### src/rtl/pic_pkg.sv
`timescale 1ns/1ps
package pic_pkg;
  localparam int N_SRC  = 24;
  localparam int N_EXT  = 4;
  localparam int N_INT  = N_SRC - 1 - N_EXT;
  localparam int N_LVL  = 8;
  localparam int LVL_W  = $clog2(N_LVL);
  localparam int ID_W   = $clog2(N_SRC);
  localparam int SPW    = 8;                      // sources per level word
  localparam int DW     = SPW * LVL_W;
  localparam int N_LW   = (N_SRC + SPW - 1) / SPW;
  localparam int AW     = $clog2(N_LW + 1);
  localparam int ID_EXT0 = 1;
  localparam int ID_INT0 = 1 + N_EXT;
endpackage

### src/rtl/pic_sync.sv
`timescale 1ns/1ps
module pic_sync #(
  parameter int W = 24
) (
  input  logic         clk_i,
  input  logic         rst_ni,
  input  logic [W-1:0] d_i,
  output logic [W-1:0] q_o
);
  logic [W-1:0] s1_q, s2_q;

  always_ff @(posedge clk_i or negedge rst_ni) begin
    if (!rst_ni) begin
      s1_q <= '0;
      s2_q <= '0;
    end else begin
      s1_q <= d_i;
      s2_q <= s1_q;
    end
  end

  assign q_o = s2_q;
endmodule

### src/rtl/pic_regs.sv
`timescale 1ns/1ps
module pic_regs
  import pic_pkg::*;
#(
  parameter int NS = N_SRC
) (
  input  logic                     clk_i,
  input  logic                     rst_ni,
  input  logic                     we_i,
  input  logic [AW-1:0]            addr_i,
  input  logic [DW-1:0]            wdata_i,
  output logic [DW-1:0]            rdata_o,
  output logic [NS-1:0]            en_o,
  output logic [NS-1:0][LVL_W-1:0] lvl_o
);
  logic [NS-1:0]            en_q;
  logic [NS-1:0][LVL_W-1:0] lvl_q;

  always_ff @(posedge clk_i or negedge rst_ni) begin
    if (!rst_ni) begin
      en_q <= '0;
    end else if (we_i && addr_i == '0) begin
      en_q <= wdata_i[NS-1:0];
    end
  end

  for (genvar j = 0; j < NS; j++) begin : g_lvl
    localparam int WORD = 1 + j / SPW;
    localparam int POS  = (j % SPW) * LVL_W;
    always_ff @(posedge clk_i or negedge rst_ni) begin
      if (!rst_ni) lvl_q[j] <= '0;
      else if (we_i && int'(addr_i) == WORD) lvl_q[j] <= wdata_i[POS +: LVL_W];
    end
  end

  always_comb begin
    rdata_o = '0;
    if (addr_i == '0) begin
      rdata_o[NS-1:0] = en_q;
    end else begin
      for (int j = 0; j < NS; j++) begin
        if (int'(addr_i) == 1 + j / SPW) rdata_o[(j % SPW) * LVL_W +: LVL_W] = lvl_q[j];
      end
    end
  end

  assign en_o  = en_q;
  assign lvl_o = lvl_q;
endmodule

### src/rtl/pic_pending.sv
`timescale 1ns/1ps
module pic_pending
  import pic_pkg::*;
#(
  parameter int NS = N_SRC,
  parameter int NE = N_EXT
) (
  input  logic            clk_i,
  input  logic            rst_ni,
  input  logic [NS-1:0]   req_i,
  input  logic            clr_i,
  input  logic [ID_W-1:0] clr_id_i,
  output logic [NS-1:0]   pend_o
);
  for (genvar j = 0; j < NS; j++) begin : g_src
    if (j >= ID_EXT0 && j < ID_EXT0 + NE) begin : g_edge
      logic prev_q, pend_q;
      always_ff @(posedge clk_i or negedge rst_ni) begin
        if (!rst_ni) begin
          prev_q <= 1'b0;
          pend_q <= 1'b0;
        end else begin
          prev_q <= req_i[j];
          if (req_i[j] && !prev_q)                        pend_q <= 1'b1;
          else if (clr_i && clr_id_i == ID_W'(j))         pend_q <= 1'b0;
        end
      end
      assign pend_o[j] = pend_q;
    end else begin : g_level
      assign pend_o[j] = req_i[j];
    end
  end
endmodule

### src/rtl/pic_arbiter.sv
`timescale 1ns/1ps
module pic_arbiter
  import pic_pkg::*;
#(
  parameter int NS = N_SRC
) (
  input  logic [NS-1:0]            req_i,
  input  logic [NS-1:0][LVL_W-1:0] lvl_i,
  input  logic                     thr_valid_i,
  input  logic [LVL_W-1:0]         thr_i,
  output logic                     valid_o,
  output logic [ID_W-1:0]          id_o
);
  logic [LVL_W-1:0] best_lvl;

  // descending scan with >= lets the lower index take ties
  always_comb begin
    valid_o  = 1'b0;
    best_lvl = '0;
    id_o     = '0;
    for (int j = NS - 1; j >= 0; j--) begin
      if (req_i[j] && (!thr_valid_i || lvl_i[j] > thr_i) &&
          (!valid_o || lvl_i[j] >= best_lvl)) begin
        valid_o  = 1'b1;
        best_lvl = lvl_i[j];
        id_o     = ID_W'(j);
      end
    end
  end
endmodule

### src/rtl/pic_lvl_stack.sv
`timescale 1ns/1ps
module pic_lvl_stack
  import pic_pkg::*;
#(
  parameter int NL = N_LVL
) (
  input  logic             clk_i,
  input  logic             rst_ni,
  input  logic             push_i,
  input  logic [LVL_W-1:0] push_lvl_i,
  input  logic             pop_i,
  output logic [NL-1:0]    act_o,
  output logic             busy_o,
  output logic [LVL_W-1:0] cur_o
);
  logic [NL-1:0] act_q, act_d;

  always_comb begin
    cur_o = '0;
    for (int l = 0; l < NL; l++) if (act_q[l]) cur_o = LVL_W'(l);
  end

  assign busy_o = |act_q;

  // nesting only ever pushes strictly higher levels, so a bit mask is a full stack
  always_comb begin
    act_d = act_q;
    if (pop_i && busy_o) act_d[cur_o] = 1'b0;
    if (push_i)          act_d[push_lvl_i] = 1'b1;
  end

  always_ff @(posedge clk_i or negedge rst_ni) begin
    if (!rst_ni) act_q <= '0;
    else         act_q <= act_d;
  end

  assign act_o = act_q;
endmodule

### src/rtl/pic_ctrl.sv
`timescale 1ns/1ps
module pic_ctrl
  import pic_pkg::*;
(
  input  logic             clk_i,
  input  logic             rst_ni,
  input  logic             fiq_req_i,
  input  logic [N_EXT-1:0] ext_req_i,
  input  logic [N_INT-1:0] int_req_i,
  input  logic             reg_we_i,
  input  logic [AW-1:0]    reg_addr_i,
  input  logic [DW-1:0]    reg_wdata_i,
  output logic [DW-1:0]    reg_rdata_o,
  output logic             irq_o,
  output logic [ID_W-1:0]  irq_id_o,
  output logic             fiq_o,
  input  logic             ack_i,
  input  logic             eoi_i
);
  logic [N_SRC-1:0]            raw, sync_req, pend, en, arb_req;
  logic [N_SRC-1:0][LVL_W-1:0] lvl;
  logic [N_LVL-1:0]            act_mask;
  logic                        busy, take;
  logic [LVL_W-1:0]            cur_lvl;

  assign raw = {int_req_i, ext_req_i, fiq_req_i};

  pic_sync #(.W(N_SRC)) u_sync (
    .clk_i, .rst_ni, .d_i(raw), .q_o(sync_req)
  );

  pic_regs u_regs (
    .clk_i, .rst_ni, .we_i(reg_we_i), .addr_i(reg_addr_i), .wdata_i(reg_wdata_i),
    .rdata_o(reg_rdata_o), .en_o(en), .lvl_o(lvl)
  );

  assign take = ack_i & irq_o;

  pic_pending u_pend (
    .clk_i, .rst_ni, .req_i(sync_req), .clr_i(take), .clr_id_i(irq_id_o), .pend_o(pend)
  );

  assign arb_req = {pend[N_SRC-1:1] & en[N_SRC-1:1], 1'b0};

  pic_arbiter u_arb (
    .req_i(arb_req), .lvl_i(lvl), .thr_valid_i(busy), .thr_i(cur_lvl),
    .valid_o(irq_o), .id_o(irq_id_o)
  );

  pic_lvl_stack u_stack (
    .clk_i, .rst_ni, .push_i(take), .push_lvl_i(lvl[irq_id_o]), .pop_i(eoi_i),
    .act_o(act_mask), .busy_o(busy), .cur_o(cur_lvl)
  );

  assign fiq_o = pend[0] & en[0];
endmodule

### config.mk
export PLATFORM = sky130hd
export DESIGN_NAME = pic_ctrl
export DESIGN_NICKNAME = d
export VERILOG_FILES = /design/src/rtl/pic_pkg.sv /design/src/rtl/pic_sync.sv /design/src/rtl/pic_regs.sv /design/src/rtl/pic_pending.sv /design/src/rtl/pic_arbiter.sv /design/src/rtl/pic_lvl_stack.sv /design/src/rtl/pic_ctrl.sv
export SDC_FILE = /design/constraint.sdc
export NUM_CORES = 1
export LEC_CHECK = 0
export BUFFER_PORTS_ARGS = -buffer_cell sky130_fd_sc_hd__buf_2
export CORE_ASPECT_RATIO = 0.8
export CORE_MARGIN = 3
export CORE_UTILIZATION = 35
export DETAILED_ROUTE_END_ITERATION = 6
export PLACE_DENSITY = 0.6
export SLEW_MARGIN = 20
export SYNTH_ARGS = -nofsm -noshare
export SYNTH_HDL_FRONTEND = slang
export SYNTH_SLANG_ARGS = --single-unit
### constraint.sdc
create_clock -name clk_i -period 64.2 [get_ports clk_i]
set_input_delay 12.84 -clock clk_i [delete_from_list [all_inputs] [get_ports clk_i]]
set_output_delay 12.84 -clock clk_i [all_outputs]
set_load 0.01 [all_outputs]
## After elaboration in Yosys (flattened, before gate mapping)

Cells that the tools add are included.

| cells by class | value |
|---|---|
| order comparisons | 50 |
| equal/unequal tests | 7 |
| mux-type cells | 116 |
| bitwise operators | 6 |
| reduce and logical (&&, ||, !) cells | 138 |

Operators by type and width:

| kind | number |
|---|---|
| $mux W3 | 51 |
| $mux W5 | 23 |
| $gt A3 B3 Y1 | 23 |
| $ge A3 B3 Y1 | 22 |
| $logic_and A1 B1 Y1 | 60 |
| $logic_or A1 B1 Y1 | 45 |
| $mux W1 | 34 |
| $logic_not A1 Y1 | 27 |
| $mux W24 | 1 |
| $and A23 B23 Y23 | 1 |
| $mux W8 | 2 |
| $bmux W3 S5 | 1 |
| $eq A5 B2 Y1 const B | 2 |
| $and A8 B8 Y8 | 1 |
| $lt A3 B4 Y1 const B | 2 |
| $not A8 Y8 | 1 |
| $or A8 B8 Y8 | 1 |
| $reduce_bool A2 Y1 | 4 |
| $reduce_or A8 Y1 | 1 |
| $demux W1 S3 | 2 |
| $ge A3 B1 Y1 const B | 2 |
| $lt A5 B6 Y1 const B | 1 |
| $eq A5 B1 Y1 const B | 1 |
| $eq A5 B3 Y1 const B | 1 |
| other kinds (5) | 8 |

| word-level totals | value |
|---|---|
| bits in registers | 160 |
| bits of input ports | 55 |
| logic and storage cells | 353 |

## Longest topological paths before layout

| depth | value |
|---|---|
| depth in word-level cells | 107 |
| mapped depth | 183 |
| gate-level depth less buffers | 180 |

## Hierarchy

A second synthesis with hierarchy kept.

| unflattened totals | value |
|---|---|
| cell total of the unflattened synthesis | 1,213 |
| area, all modules | 12,592.1 um2 |

Modules (own cells, without submodules):

| module | instances | cells each | area an instance (um2) | seq. area each (um2) |
|---|---|---|---|---|
| pic_arbiter | 1 | 754 | 5,452.7 | 0.0 |
| pic_regs | 1 | 234 | 4,182.8 | 2,402.3 |
| pic_sync | 1 | 48 | 1,201.2 | 1,201.2 |
| pic_ctrl | 1 | 82 | 852.1 | 0.0 |
| pic_pending | 1 | 48 | 471.7 | 200.2 |
| pic_lvl_stack | 1 | 47 | 431.7 | 200.2 |

## Worst setup path after synthesis

OpenSTA, ideal clock, no wires.

| path | value |
|---|---|
| path kind | register -> output |
| start point | register u_stack.act_q[4], in the netlist u_stack.act_o[4] |
| end point | output irq_id_o[2] |
| data arrival time | 32,999 ps |
| data required time | 51,360 ps |
| slack | 18,361 ps |
| stages on the path, launching flop included | 164 |
| path buffers | 3 |
| path through | dfrtp_1 nor4_2 ha_1 and3_1 a311oi_4 a21oi_2 and2_1 ha_1 nand2b_1 a21o_1 a21o_1 a211o_1 nand3_1 nand2_1 ha_1 nand2b_1 a21o_1 a211o_1 [128 not listed] ha_1 nand2b_1 a21oi_1 nor2b_1 o31ai_1 clkbuf_1 inv_1 nand2_1 o221ai_1 ha_1 nand2b_1 a21oi_1 nor2b_1 o31ai_1 nand2_1 nor2_1 o21ai_1 inv_1 |

| on the way | value |
|---|---|
| word-level cells in the longest chain between the ends | 96 |

RTL lines:

| item | RTL line | RTL |
|---|---|---|
| from (decl) | pic_lvl_stack.sv:16 | `logic [NL-1:0] act_q, act_d;` |
| from (signal assigned) | pic_lvl_stack.sv:34 | `else act_q <= act_d;` |
| $mux W3 (4 in series) | pic_lvl_stack.sv:20 | `for (int l = 0; l < NL; l++) if (act_q[l]) cur_o = LVL_W'(l);` |
| $gt A3 B3 Y1 | pic_arbiter.sv:22 | `if (req_i[j] && (!thr_valid_i \|\| lvl_i[j] > thr_i) &&` |
| $logic_or A1 B1 Y1 | pic_arbiter.sv:22 |  |
| $logic_and A1 B1 Y1 | pic_arbiter.sv:22 |  |
| $mux W3 or $mux W1 (tied branches) | pic_arbiter.sv:22 |  |
| $ge A3 B3 Y1 or $logic_not A1 Y1 (tied branches) | pic_arbiter.sv:23 | `(!valid_o \|\| lvl_i[j] >= best_lvl)) begin` |
| $logic_or A1 B1 Y1 | pic_arbiter.sv:23 |  |
| $logic_and A1 B1 Y1 | pic_arbiter.sv:22 |  |
| [77 not listed] | -- |  |
| $ge A3 B3 Y1 or $logic_not A1 Y1 (tied branches) | pic_arbiter.sv:23 |  |
| $logic_or A1 B1 Y1 | pic_arbiter.sv:23 |  |
| $logic_and A1 B1 Y1 | pic_arbiter.sv:22 |  |
| $mux W3 or $mux W1 (tied branches) | pic_arbiter.sv:22 |  |
| $ge A3 B3 Y1 or $logic_not A1 Y1 (tied branches) | pic_arbiter.sv:23 |  |
| $logic_or A1 B1 Y1 | pic_arbiter.sv:23 |  |
| $logic_and A1 B1 Y1 | pic_arbiter.sv:22 |  |
| $mux W5 (*) | pic_arbiter.sv:22 |  |
| to (decl) | pic_ctrl.sv:15 | `output logic [ID_W-1:0] irq_id_o,` |

Every way passes the cells marked *; elsewhere a longest branch is shown, timed or not.

## Worst setup path after layout

| path | value |
|---|---|
| start point | register u_stack.act_q[5], in the netlist u_stack.act_o[5] |
| end point | output irq_id_o[2] |

| on the way | value |
|---|---|
| word-level cells in the longest chain between the ends | 95 |

RTL lines:

| item | RTL line |
|---|---|
| $mux W3 (3 in series) | pic_lvl_stack.sv:20 |
| $gt A3 B3 Y1 | pic_arbiter.sv:22 |
| $logic_or A1 B1 Y1 | pic_arbiter.sv:22 |
| $logic_and A1 B1 Y1 | pic_arbiter.sv:22 |
| $mux W3 or $mux W1 (tied branches) | pic_arbiter.sv:22 |
| $ge A3 B3 Y1 or $logic_not A1 Y1 (tied branches) | pic_arbiter.sv:23 |
| $logic_or A1 B1 Y1 | pic_arbiter.sv:23 |
| $logic_and A1 B1 Y1 | pic_arbiter.sv:22 |
| [77 not listed] | -- |
| $ge A3 B3 Y1 or $logic_not A1 Y1 (tied branches) | pic_arbiter.sv:23 |
| $logic_or A1 B1 Y1 | pic_arbiter.sv:23 |
| $logic_and A1 B1 Y1 | pic_arbiter.sv:22 |
| $mux W3 or $mux W1 (tied branches) | pic_arbiter.sv:22 |
| $ge A3 B3 Y1 or $logic_not A1 Y1 (tied branches) | pic_arbiter.sv:23 |
| $logic_or A1 B1 Y1 | pic_arbiter.sv:23 |
| $logic_and A1 B1 Y1 | pic_arbiter.sv:22 |
| $mux W5 (*) | pic_arbiter.sv:22 |

Marked as above.

==> flow_metrics.tcl <==
set metrics [dict create \
    outcome "finished clean" \
    finClkSkew_ns 0.01232 \
    netlist.area_leader.share_pct 32.80 \
    top_layer "met5" \
    arrival_ns 36.88 \
    ant_nets 0 \
    placementRows 60 \
    wirelength_mm 43.32 \
    antenna_found_initial 3 \
    yosys_warnings 0 \
    avgSynthCellArea_um2 10.03 \
    rsz0062_at_grt "no" \
    slew_viol_final 0 \
    synth_ff_type "dfrtp_1" \
    fill_cells 3348 \
    cp_slowest_cell "a31oi_1" \
    cts_hold_buffers 0 \
    post-route-util_pct 40.23 \
    grt_pass1_vias 10350 \
    synth_commonest_cells "dfrtp_1 (160), mux2_2 (108), ha_1 (98)" \
    die_x_um 214.8 \
    hold_class "flip-flop to flip-flop" \
    min_from "u_sync.s1_q[21]" \
    seq_area_frac_synth_pct 32.80 \
    wl_met3_mm 4.010 \
    dp_hpwl_mm 32.67 \
    overflow 0 \
    met1_length_mm 20.18 \
    hold_viol 0 \
    cts.sinks 160 \
    path_clk_slew_ns 0.07 \
    clock_tree.root_cell "clkbuf_16" \
    stdcell_count 1765 \
    relSlewSlack_pct 29.52 \
    dp.cells 1733 \
    ys_seq_elements 160 \
    synthTopCellsByArea "dfrtp_1 (33%), ha_1 (10%), mux2_2 (10%)" \
    cts_resized 0 \
    synth-edff-count 0 \
    n_antenna_cell 0 \
    cts_max_level 4 \
    drv_cap 0 \
    drive_gt1_share_pct 23.69 \
    io_buffers 85 \
    cp_max_fo 27 \
    viasPerCell 6.052 \
    grt_max_degree 88 \
    synth_top_cell_by_area "dfrtp_1" \
    drtIter0Drc 1132 \
    worstSetupEndpointType "primary output" \
    critPathMaxStageDelay_ns 0.57 \
    crit_required_ns 51.36 \
    timing.rr.start "u_stack.act_o[5]" \
    clock_latency_ns 0.46 \
    crit_top_cell "ha_1" \
    vias 10680 \
    timing.critical_path.from "u_stack.act_o[5]" \
    core_region_area_um2 34010 \
    ys_types 96 \
    cts_buffer_depth 2 \
    synth.most_common_cell "dfrtp_1" \
    grt_util_all_layers_pct 23.16 \
    path_class "flip-flop to primary output" \
    avgRoutedWirePerCell_um 24.54 \
    dp_slack_ns 15.59 \
    initial_core_util_pct 35.89 \
    worst_pin_slew_ns 1.057 \
    synth_cells 1217 \
    timing.fmax_mhz 20.11 \
    min_period_ns 49.72 \
    synth_fp_nets 1370 \
    ios 86 \
    finalCritPeriodShare_pct 77.44 \
    area_growth_pct 12.09 \
    post-cts-setup-buffer-count 0 \
    first_pass_iters 6 \
    die_h_um 173.0 \
    wl_met2_mm 17.99 \
    final_nets 1440 \
    critPathLaunchType "flip-flop" \
    fin_ws_ns 14.48 \
    cts_tree "done" \
    grt_pass1_wl_mm 65.10 \
    synth_area_um2 12210 \
    async_flop_share_pct 100.0 \
    cts_inserted_buffers 17 \
    setup_viol_count_final 0 \
    die-area_um2 37160 \
    fin_setup_tns_ns 0 \
    routabilityCongestion 0.9770 \
    remaining_drc_errors 0 \
]
## logic make-up after synthesis
family / synth area share (%)
AOI/OAI and AO/OA: 21.92
and+or+nand+nor: 13.61
DFF: 32.80
muxes: 15.79
adders and majority gates: 11.96
buffers and inverters: 3.916
## layout by cell type (no fill, tap or decap), types with 22 or more instances in the layout
cell,Yosys,routed
o211ai_1,27,27
a21oi_1,61,61
buf_2,7,84
dfrtp_1,160,160
mux2_2,108,108
ha_1,98,98
nor2_1,75,75
nand3_1,30,30
a21o_1,22,22
o21ai_0,42,42
nand2b_1,25,25
nand2_1,76,76
mux4_2,24,24
inv_1,67,67
## sequential cells by signal, indices dropped and copies added (netlist names)
name and count:
u_regs.lvl_o 72, u_regs.en_o 24, u_sync.q_o 24, u_sync.s1_q 24
u_stack.act_o 8, u_pend.g_src.g_edge.pend_q 4, u_pend.g_src.g_edge.prev_q 4
## through the flow
stage          hold slack [ns]  instance area, um^2
3_5_place_dp            0.3355                13100
2_1_floorplan           0.3312                12210
6_report                0.3472                13680
4_1_cts                 0.3514                13680
5_1_grt                 0.3572                13680
3_3_place_gp            0.3316                13100
## final timing paths
| path | slack (ns) | cells after the start | endpoint |
|---|---|---|---|
| max in group asynchronous | 50.37 | 2 | u_regs.lvl_o[67] |
| min in group asynchronous | 12.41 | 1 | u_sync.s1_q[8] |
| worst min-delay path | 0.35 | 0 | u_sync.q_o[21] |
| worst min register to register | 0.35 | 0 | u_sync.q_o[21] |
| worst max register to register | 26.26 | 163 | u_stack.act_o[0] |
| worst max-delay path | 14.48 | 160 | irq_id_o[2] |
## area by class of cell
| class | count | area (um^2) | area share, % |
|---|---|---|---|
| clock inverters | 13 | 142.6 | 1.043 |
| inverters | 67 | 251.5 | 1.838 |
| flip-flops and latches | 160 | 4004 | 29.27 |
| repair buffers | 96 | 516.7 | 3.777 |
| clock buffers | 19 | 442.9 | 3.238 |
| well taps | 465 | 581.8 | 4.253 |
| multi-input cells | 945 | 7741 | 56.59 |
## critical path: cells and delay by family (launching register included)
| kind | cells | cell delay, ns |
|---|---|---|
| buf+inv | 11 | 2.20 |
| flops | 1 | 0.44 |
| compound gates | 67 | 15.18 |
| mux | 10 | 3.52 |
| simple gates | 47 | 8.36 |
| fa+ha+maj | 25 | 6.70 |
## layer usage
metal,global-route usage (%),vias up
met5,0,-
met4,7.481,4
met3,7.590,72
met2,32.79,462
met1,33.19,5300
li1,-,4844
Power is left out: the tool's default activity adds up to more than one toggle a clock period on the data nets, which glitch-free logic cannot reach.
